### src/rtl/shl_pkg.sv
package shl_pkg;
  localparam int DATA_W    = 32;
  localparam int LANE_W    = 8;
  localparam int NUM_LANES = DATA_W / LANE_W;
  localparam int CNT_W     = $clog2(DATA_W);
  localparam int IMM_W     = 3;

  typedef enum logic [1:0] {
    SZ_BYTE = 2'd0,
    SZ_WORD = 2'd1,
    SZ_LONG = 2'd2,
    SZ_NONE = 2'd3
  } size_e;

  typedef struct packed {
    logic                  err;
    size_e                 size;
    logic [NUM_LANES-1:0]  laneWr;
    logic [CNT_W-1:0]      amt;
  } shl_ctrl_t;
endpackage

### src/rtl/shl_ctrl.sv
module shl_ctrl
  import shl_pkg::*;
(
  input  logic [1:0]       sizeSel,
  input  logic             useReg,
  input  logic [IMM_W-1:0] immCode,
  input  logic [7:0]       cntByte,
  output shl_ctrl_t        ctrl
);
  size_e            sizeCode;
  logic [IMM_W-1:0] maxCode;
  logic [CNT_W-1:0] immAmt;
  logic             badImm;
  logic             err;
  int               lanesUsed;
  logic [NUM_LANES-1:0] laneWr;
  logic             unusedCntHi;

  assign sizeCode    = size_e'(sizeSel);
  assign unusedCntHi = ^cntByte[7:CNT_W];

  always_comb begin
    unique case (sizeCode)
      SZ_BYTE: begin maxCode = IMM_W'(1); lanesUsed = 1; end
      SZ_WORD: begin maxCode = IMM_W'(3); lanesUsed = 2; end
      SZ_LONG: begin maxCode = IMM_W'(4); lanesUsed = NUM_LANES; end
      default: begin maxCode = '0;        lanesUsed = 0; end
    endcase
  end

  assign immAmt = CNT_W'(1) << immCode;
  assign badImm = !useReg && (immCode > maxCode);
  assign err    = (sizeCode == SZ_NONE) || badImm;

  for (genvar gi = 0; gi < NUM_LANES; gi++) begin : g_lane
    assign laneWr[gi] = !err && (gi < lanesUsed);
  end

  always_comb begin
    ctrl.err    = err;
    ctrl.size   = sizeCode;
    ctrl.laneWr = laneWr;
    ctrl.amt    = useReg ? cntByte[CNT_W-1:0] : immAmt;
  end
endmodule

### src/rtl/shl_datapath.sv
module shl_datapath
  import shl_pkg::*;
(
  input  logic              clk,
  input  logic              rstN,
  input  logic              inValid,
  input  logic [DATA_W-1:0] regIn,
  input  shl_ctrl_t         ctrl,
  output logic              outValid,
  output logic [DATA_W-1:0] regOut,
  output logic              flagH,
  output logic              flagN,
  output logic              flagZ,
  output logic              flagV,
  output logic              flagC,
  output logic              illegal
);
  logic [DATA_W-1:0] opnd;
  logic [DATA_W:0]   ext;
  logic [DATA_W-1:0] res;
  logic [DATA_W-1:0] merged;
  logic              carry;
  logic              msb;

  for (genvar gl = 0; gl < NUM_LANES; gl++) begin : g_lane
    assign opnd[gl*LANE_W +: LANE_W]   = ctrl.laneWr[gl] ? regIn[gl*LANE_W +: LANE_W] : '0;
    assign res[gl*LANE_W +: LANE_W]    = ctrl.laneWr[gl] ? ext[gl*LANE_W +: LANE_W] : '0;
    assign merged[gl*LANE_W +: LANE_W] = ctrl.laneWr[gl] ? res[gl*LANE_W +: LANE_W]
                                                         : regIn[gl*LANE_W +: LANE_W];
  end

  assign ext = {1'b0, opnd} << ctrl.amt;

  always_comb begin
    unique case (ctrl.size)
      SZ_BYTE: begin carry = ext[LANE_W];     msb = res[LANE_W-1];     end
      SZ_WORD: begin carry = ext[2*LANE_W];   msb = res[2*LANE_W-1];   end
      SZ_LONG: begin carry = ext[DATA_W];     msb = res[DATA_W-1];     end
      default: begin carry = 1'b0;            msb = 1'b0;              end
    endcase
  end

  always_ff @(posedge clk or negedge rstN) begin
    if (!rstN) begin
      outValid <= 1'b0;
      regOut   <= '0;
      flagH    <= 1'b0;
      flagN    <= 1'b0;
      flagZ    <= 1'b0;
      flagV    <= 1'b0;
      flagC    <= 1'b0;
      illegal  <= 1'b0;
    end else begin
      outValid <= inValid;
      if (inValid) begin
        regOut  <= merged;
        flagH   <= 1'b0;
        flagV   <= 1'b0;
        flagN   <= !ctrl.err && msb;
        flagZ   <= !ctrl.err && (res == '0);
        flagC   <= !ctrl.err && carry;
        illegal <= ctrl.err;
      end
    end
  end


  hv_clear_chk: assert property (@(posedge clk) disable iff (!rstN)
    !flagH && !flagV);


  err_pass_chk: assert property (@(posedge clk) disable iff (!rstN)
    (outValid && illegal) |-> (regOut == $past(regIn) && !flagC && !flagN && !flagZ));


  byte_keep_chk: assert property (@(posedge clk) disable iff (!rstN)
    (outValid && !illegal && $past(ctrl.size) == SZ_BYTE)
      |-> (regOut[DATA_W-1:LANE_W] == $past(regIn[DATA_W-1:LANE_W])));


  zn_excl_chk: assert property (@(posedge clk) disable iff (!rstN)
    flagZ |-> !flagN);


  hold_chk: assert property (@(posedge clk) disable iff (!rstN)
    !$past(inValid) |-> ($stable(regOut) && $stable(flagC) && $stable(illegal)));


  zero_amt_chk: assert property (@(posedge clk) disable iff (!rstN)
    (outValid && !illegal && $past(ctrl.amt) == '0) |-> (regOut == $past(regIn) && !flagC));
endmodule

### src/rtl/shl_unit.sv
module shl_unit
  import shl_pkg::*;
(
  input  logic              clk,
  input  logic              rstN,
  input  logic              inValid,
  input  logic [DATA_W-1:0] regIn,
  input  logic [1:0]        sizeSel,
  input  logic              useReg,
  input  logic [IMM_W-1:0]  immCode,
  input  logic [7:0]        cntByte,
  output logic              outValid,
  output logic [DATA_W-1:0] regOut,
  output logic              flagH,
  output logic              flagN,
  output logic              flagZ,
  output logic              flagV,
  output logic              flagC,
  output logic              illegal
);
  shl_ctrl_t ctrl;

  shl_ctrl u_ctrl (
    .sizeSel (sizeSel),
    .useReg  (useReg),
    .immCode (immCode),
    .cntByte (cntByte),
    .ctrl    (ctrl)
  );

  shl_datapath u_dp (
    .clk      (clk),
    .rstN     (rstN),
    .inValid  (inValid),
    .regIn    (regIn),
    .ctrl     (ctrl),
    .outValid (outValid),
    .regOut   (regOut),
    .flagH    (flagH),
    .flagN    (flagN),
    .flagZ    (flagZ),
    .flagV    (flagV),
    .flagC    (flagC),
    .illegal  (illegal)
  );
endmodule

### config.mk
export PLATFORM = sky130hd
export DESIGN_NAME = shl_unit
export DESIGN_NICKNAME = d
export VERILOG_FILES = /design/src/rtl/shl_pkg.sv /design/src/rtl/shl_ctrl.sv /design/src/rtl/shl_datapath.sv /design/src/rtl/shl_unit.sv
export SDC_FILE = /design/constraint.sdc
export NUM_CORES = 1
export LEC_CHECK = 0
export ABC_AREA = 1
export CAP_MARGIN = 10
export CELL_PAD_IN_SITES_DETAIL_PLACEMENT = 1
export CELL_PAD_IN_SITES_GLOBAL_PLACEMENT = 2
export CORE_ASPECT_RATIO = 1.1
export CORE_MARGIN = 5
export CORE_UTILIZATION = 29
export DETAILED_ROUTE_END_ITERATION = 7
export HOLD_SLACK_MARGIN = 0.15
export PLACE_DENSITY_LB_ADDON = 0.1
export RECOVER_POWER = 25
export REMOVE_ABC_BUFFERS = 1
export SLEW_MARGIN = 20
export SYNTH_ARGS = -nofsm -noshare
export SYNTH_HDL_FRONTEND = slang
export SYNTH_SLANG_ARGS = --single-unit
### constraint.sdc
create_clock -name clk -period 1.5 [get_ports clk]
set_input_delay 0.225 -clock clk [delete_from_list [all_inputs] [get_ports clk]]
set_output_delay 0.225 -clock clk [all_outputs]
set_load 0.1 [all_outputs]
==> impl_metrics.tcl <==
set metrics [dict create \
    critical_path_required_time_ps 1750 \
    post_route_cells_drive_above_1_share 0.5139 \
    cts_tree "done" \
    io_buffers 82 \
    synthesis.instances 673 \
    post_synth_xor_area_fraction 0 \
    reg2regPathDepth 1 \
    timing_hold_violations_final 0 \
    setup.worst_path.start "sizeSel[1]" \
    skew_ps 0 \
    synth_fa_ha_area_frac 0.02777 \
    ant_nets 0 \
    crit_path_max_fanout 7 \
    layout.cell_area.non_filler_sq_um 7919 \
    maximum_number_of_pins_on_one_net_before_global_route_repair 38 \
    synth-compound-area-share 0.1074 \
    vdd_drop_max_v 0.0006410 \
    worst_skew_pair.late_latency_ps 300 \
    avgViaCountPerCell 5.539 \
    slew_headroom 0.6011 \
    min_path_type "register to register" \
    first_iter_violations 465 \
    syn-mean-instance-area_sq_um 6.025 \
    cts-buffers-inserted 5 \
    finalNetCount 923 \
    routed_wire_length_per_instance_microns 22.17 \
    finalSetupTns_ps -28870 \
    core_area_sq_um 13740 \
    post_synth_main_area_contributors "sky130_fd_sc_hd__dfrtp_1, sky130_fd_sc_hd__nand3_1, sky130_fd_sc_hd__nand2_1" \
    cp_slowest_cell "sky130_fd_sc_hd__o21ai_1" \
    total_switching_power_w 0.003363 \
    n_fill_cell 1663 \
    detailroute.via_count 5838 \
    power.sequential.fraction 0.184 \
    cts.clk_slew.worst_paths_ps 70 \
    synth_common_cells "sky130_fd_sc_hd__nand3_1, sky130_fd_sc_hd__nand2_1, sky130_fd_sc_hd__nor2_1, sky130_fd_sc_hd__a21oi_1, sky130_fd_sc_hd__dfrtp_1" \
    status "finished, violations left" \
    synth_top_flop_cell "sky130_fd_sc_hd__dfrtp_1" \
    die_height_microns 134.0 \
    layout_min_cycle_time_ps 2606 \
    cap_violations 0 \
    clk_root_buffer_cell "sky130_fd_sc_hd__clkbuf_16" \
    synth-seq-area-share 0.2283 \
    power.combinational.fraction 0.623 \
    async_reset_ff_frac 1.000 \
    cp.arrival_ps 2850 \
    std_cell_rows 45 \
    design.die.area_sq_um 16450 \
    final-max-slew-violation-count 0 \
    postSynthRegisterBits 37 \
    critPathMaxStageDelay_ps 170 \
    power.share.switching 0.4864 \
    antenna_found_initial 0 \
    synthSimpleGateAreaFrac 0.5449 \
    multi_input_comb_area_sq_um 3865 \
    regToRegStartpoint "u_dp.regOut[31]" \
    finalWeightedCongestion 0.9082 \
    synth_top_cell_by_area "sky130_fd_sc_hd__dfrtp_1" \
    place.detailed.hpwl_mm 16.94 \
    ys_types 34 \
    power.clock.fraction 0.193 \
    yosys.cell_count.top_type "sky130_fd_sc_hd__nand3_1" \
    setup-violations-final 36 \
    grt_setup_unrepaired "true" \
    period_share 1.738 \
    synth.cell_area_sq_um 4055 \
    fmax_ghz 0.3837 \
    finalWorstSetupSlack_ps -1106 \
    library_cell_appearing_most_often_on_the_critical_path "sky130_fd_sc_hd__nand2_1" \
    area_growth_pct 95.28 \
    global_route.overflow_total 0 \
    failing_checks "setup timing" \
    leakagePower_nw 3.571 \
    place_area_sq_um 6415 \
    cellPowerDensity_nw_per_um2 873.2 \
    holdCritStartpoint "u_dp.flagC" \
    ff_latch_area_sq_um 925.9 \
    synth.area.mux_share 0 \
    synth_top_area_frac 0.2283 \
    yosysWarningCount 0 \
    grt.total_usage 0.2744 \
    detailedRoute.firstPassIterationCount 5 \
    ios 88 \
    starting_density 0.2952 \
    fp.dieW_microns 122.7 \
    route.final.wire_length_mm 23.37 \
    first_global_vias 6254 \
    timing_worst_slew_pin_value_ps 598.4 \
    synth_edf_count 0 \
    synth_top_family_by_area "simple AND/OR/NAND/NOR gates" \
    route.detailed.drc 0 \
    hold_path_depth 2 \
    critPathLaunchType "input port" \
    criticalPathCategory "input port to register" \
    clockBufferDepth 2 \
    wire_length_of_the_first_global_routing_pass_mm 35.10 \
    internal_power_w 0.003552 \
    cts_num_sinks 37 \
    cts-htree-levels 2 \
    end_kind "register" \
    antenna_cells_inserted 0 \
]
-- layout make-up --
cell class,instances,area share
clock inverter,3,0.005846
inverter,23,0.01406
sequential,37,0.1169
clock buffer,5,0.01580
tap,188,0.02970
multi-input combinational,563,0.4881
timing repair buffer,235,0.3296
-- per-stage QoR --
step / cells / worst slack (ps) / utilization / hold slack, ps / power [W]
6_report: 1054 / -1106 / 0.5764 / 555.4 / 0.006915
5_1_grt: 1054 / -1272 / 0.5764 / 591.5 / 0.007185
4_1_cts: 1051 / -1088 / 0.5308 / 560.9 / 0.006551
3_5_place_dp: 1031 / -2128 / 0.4669 / 334.6 / 0.004890
3_3_place_gp: 1031 / -2000 / 0.4669 / 312.3 / 0.004850
2_1_floorplan: 623 / -1759 / - / -70.59 / 0.003149
-- cell families (layout without fill, tap and decap cells) --
| group | count (synthesis) | in the layout |
|---|---|---|
| other | 1 | 2 |
| AOI/OAI and AO/OA | 79 | 79 |
| buffers and inverters | 74 | 266 |
| DFF | 37 | 37 |
| adders and majority gates | 9 | 9 |
| and+or+nand+nor | 473 | 473 |
-- placed cells by master (no fill, tap or decap), types with 2 or more instances in the layout --
master | synthesis | routed
sky130_fd_sc_hd__buf_6 | 5 | 12
sky130_fd_sc_hd__clkbuf_16 | 0 | 5
sky130_fd_sc_hd__nor2_2 | 3 | 15
sky130_fd_sc_hd__nand3_1 | 176 | 87
sky130_fd_sc_hd__inv_1 | 13 | 7
sky130_fd_sc_hd__buf_8 | 1 | 2
sky130_fd_sc_hd__o21ai_1 | 5 | 13
sky130_fd_sc_hd__nand2_1 | 172 | 115
sky130_fd_sc_hd__nand2_4 | 1 | 10
sky130_fd_sc_hd__dfrtp_1 | 37 | 37
sky130_fd_sc_hd__inv_2 | 8 | 7
sky130_fd_sc_hd__a21oi_1 | 55 | 29
sky130_fd_sc_hd__nand4_4 | 1 | 2
sky130_fd_sc_hd__buf_12 | 0 | 53
sky130_fd_sc_hd__nand3_4 | 0 | 15
sky130_fd_sc_hd__o21ai_2 | 1 | 4
sky130_fd_sc_hd__ha_4 | 0 | 8
sky130_fd_sc_hd__a22oi_2 | 0 | 2
sky130_fd_sc_hd__clkdlybuf4s50_1 | 0 | 39
sky130_fd_sc_hd__buf_4 | 2 | 121
sky130_fd_sc_hd__conb_1 | 1 | 2
sky130_fd_sc_hd__nand2_2 | 6 | 53
sky130_fd_sc_hd__dlygate4sd2_1 | 0 | 2
sky130_fd_sc_hd__nor2_1 | 69 | 46
sky130_fd_sc_hd__nor2_4 | 1 | 12
sky130_fd_sc_hd__nand4_1 | 34 | 34
sky130_fd_sc_hd__inv_4 | 1 | 7
sky130_fd_sc_hd__nand4_2 | 8 | 7
sky130_fd_sc_hd__nand3_2 | 0 | 74
sky130_fd_sc_hd__a21oi_2 | 0 | 26
-- sequential cells by signal (all words and copies together) (netlist names) --
name,cells
u_dp.outValid,1
u_dp.flagC,1
u_dp.regOut,32
u_dp.flagZ,1
u_dp.flagN,1
u_dp.illegal,1
-- worst paths after layout --
path,endpoint,slack [ps]
worst max-delay path,u_dp.flagZ,-1110
worst min-delay path,u_dp.flagC,560
worst max register to register,u_dp.regOut[31],760
worst min register to register,u_dp.flagC,560
max in group asynchronous,u_dp.regOut[18],510
min in group asynchronous,u_dp.regOut[1],580
-- worst max-delay path, delay by kind of cell --
kind / cells / cell delay, ps
buf+inv: 5 / 480
simple gates: 17 / 1630
fa+ha+maj: 2 / 310
compound gates: 1 / 170
-- routing by layer --
layer | global-route usage | routed length (microns) | vias up
li1 | - | - | 2710
met1 | 0.3748 | 10410 | 2921
met2 | 0.4527 | 11510 | 171
met3 | 0.03374 | 883 | 36
met4 | 0.07778 | 569 | 0
met5 | 0 | 0 | -
-- power by group through the flow --
stage          clock network [W]  registers (W)  logic, W
2_1_floorplan                  0        0.00213   0.00102
3_3_place_gp                   0        0.00128   0.00357
3_5_place_dp                   0        0.00129   0.00360
4_1_cts                  0.00134        0.00127   0.00394
5_1_grt                  0.00138        0.00129   0.00452
6_report                 0.00133        0.00127   0.00431
-- timing repair --
action / CTS / global route
endpoints found under the setup margin: 36 / 36
gates resized for setup: 160 / 151
hold buffers: 1 / 0
gates cloned: 2 / 0
setup buffers: 9 / 8
endpoints found under the hold margin: 37 / 0
pin swaps: 50 / 68
No activity file was read; power rests on OpenSTA's default activity.
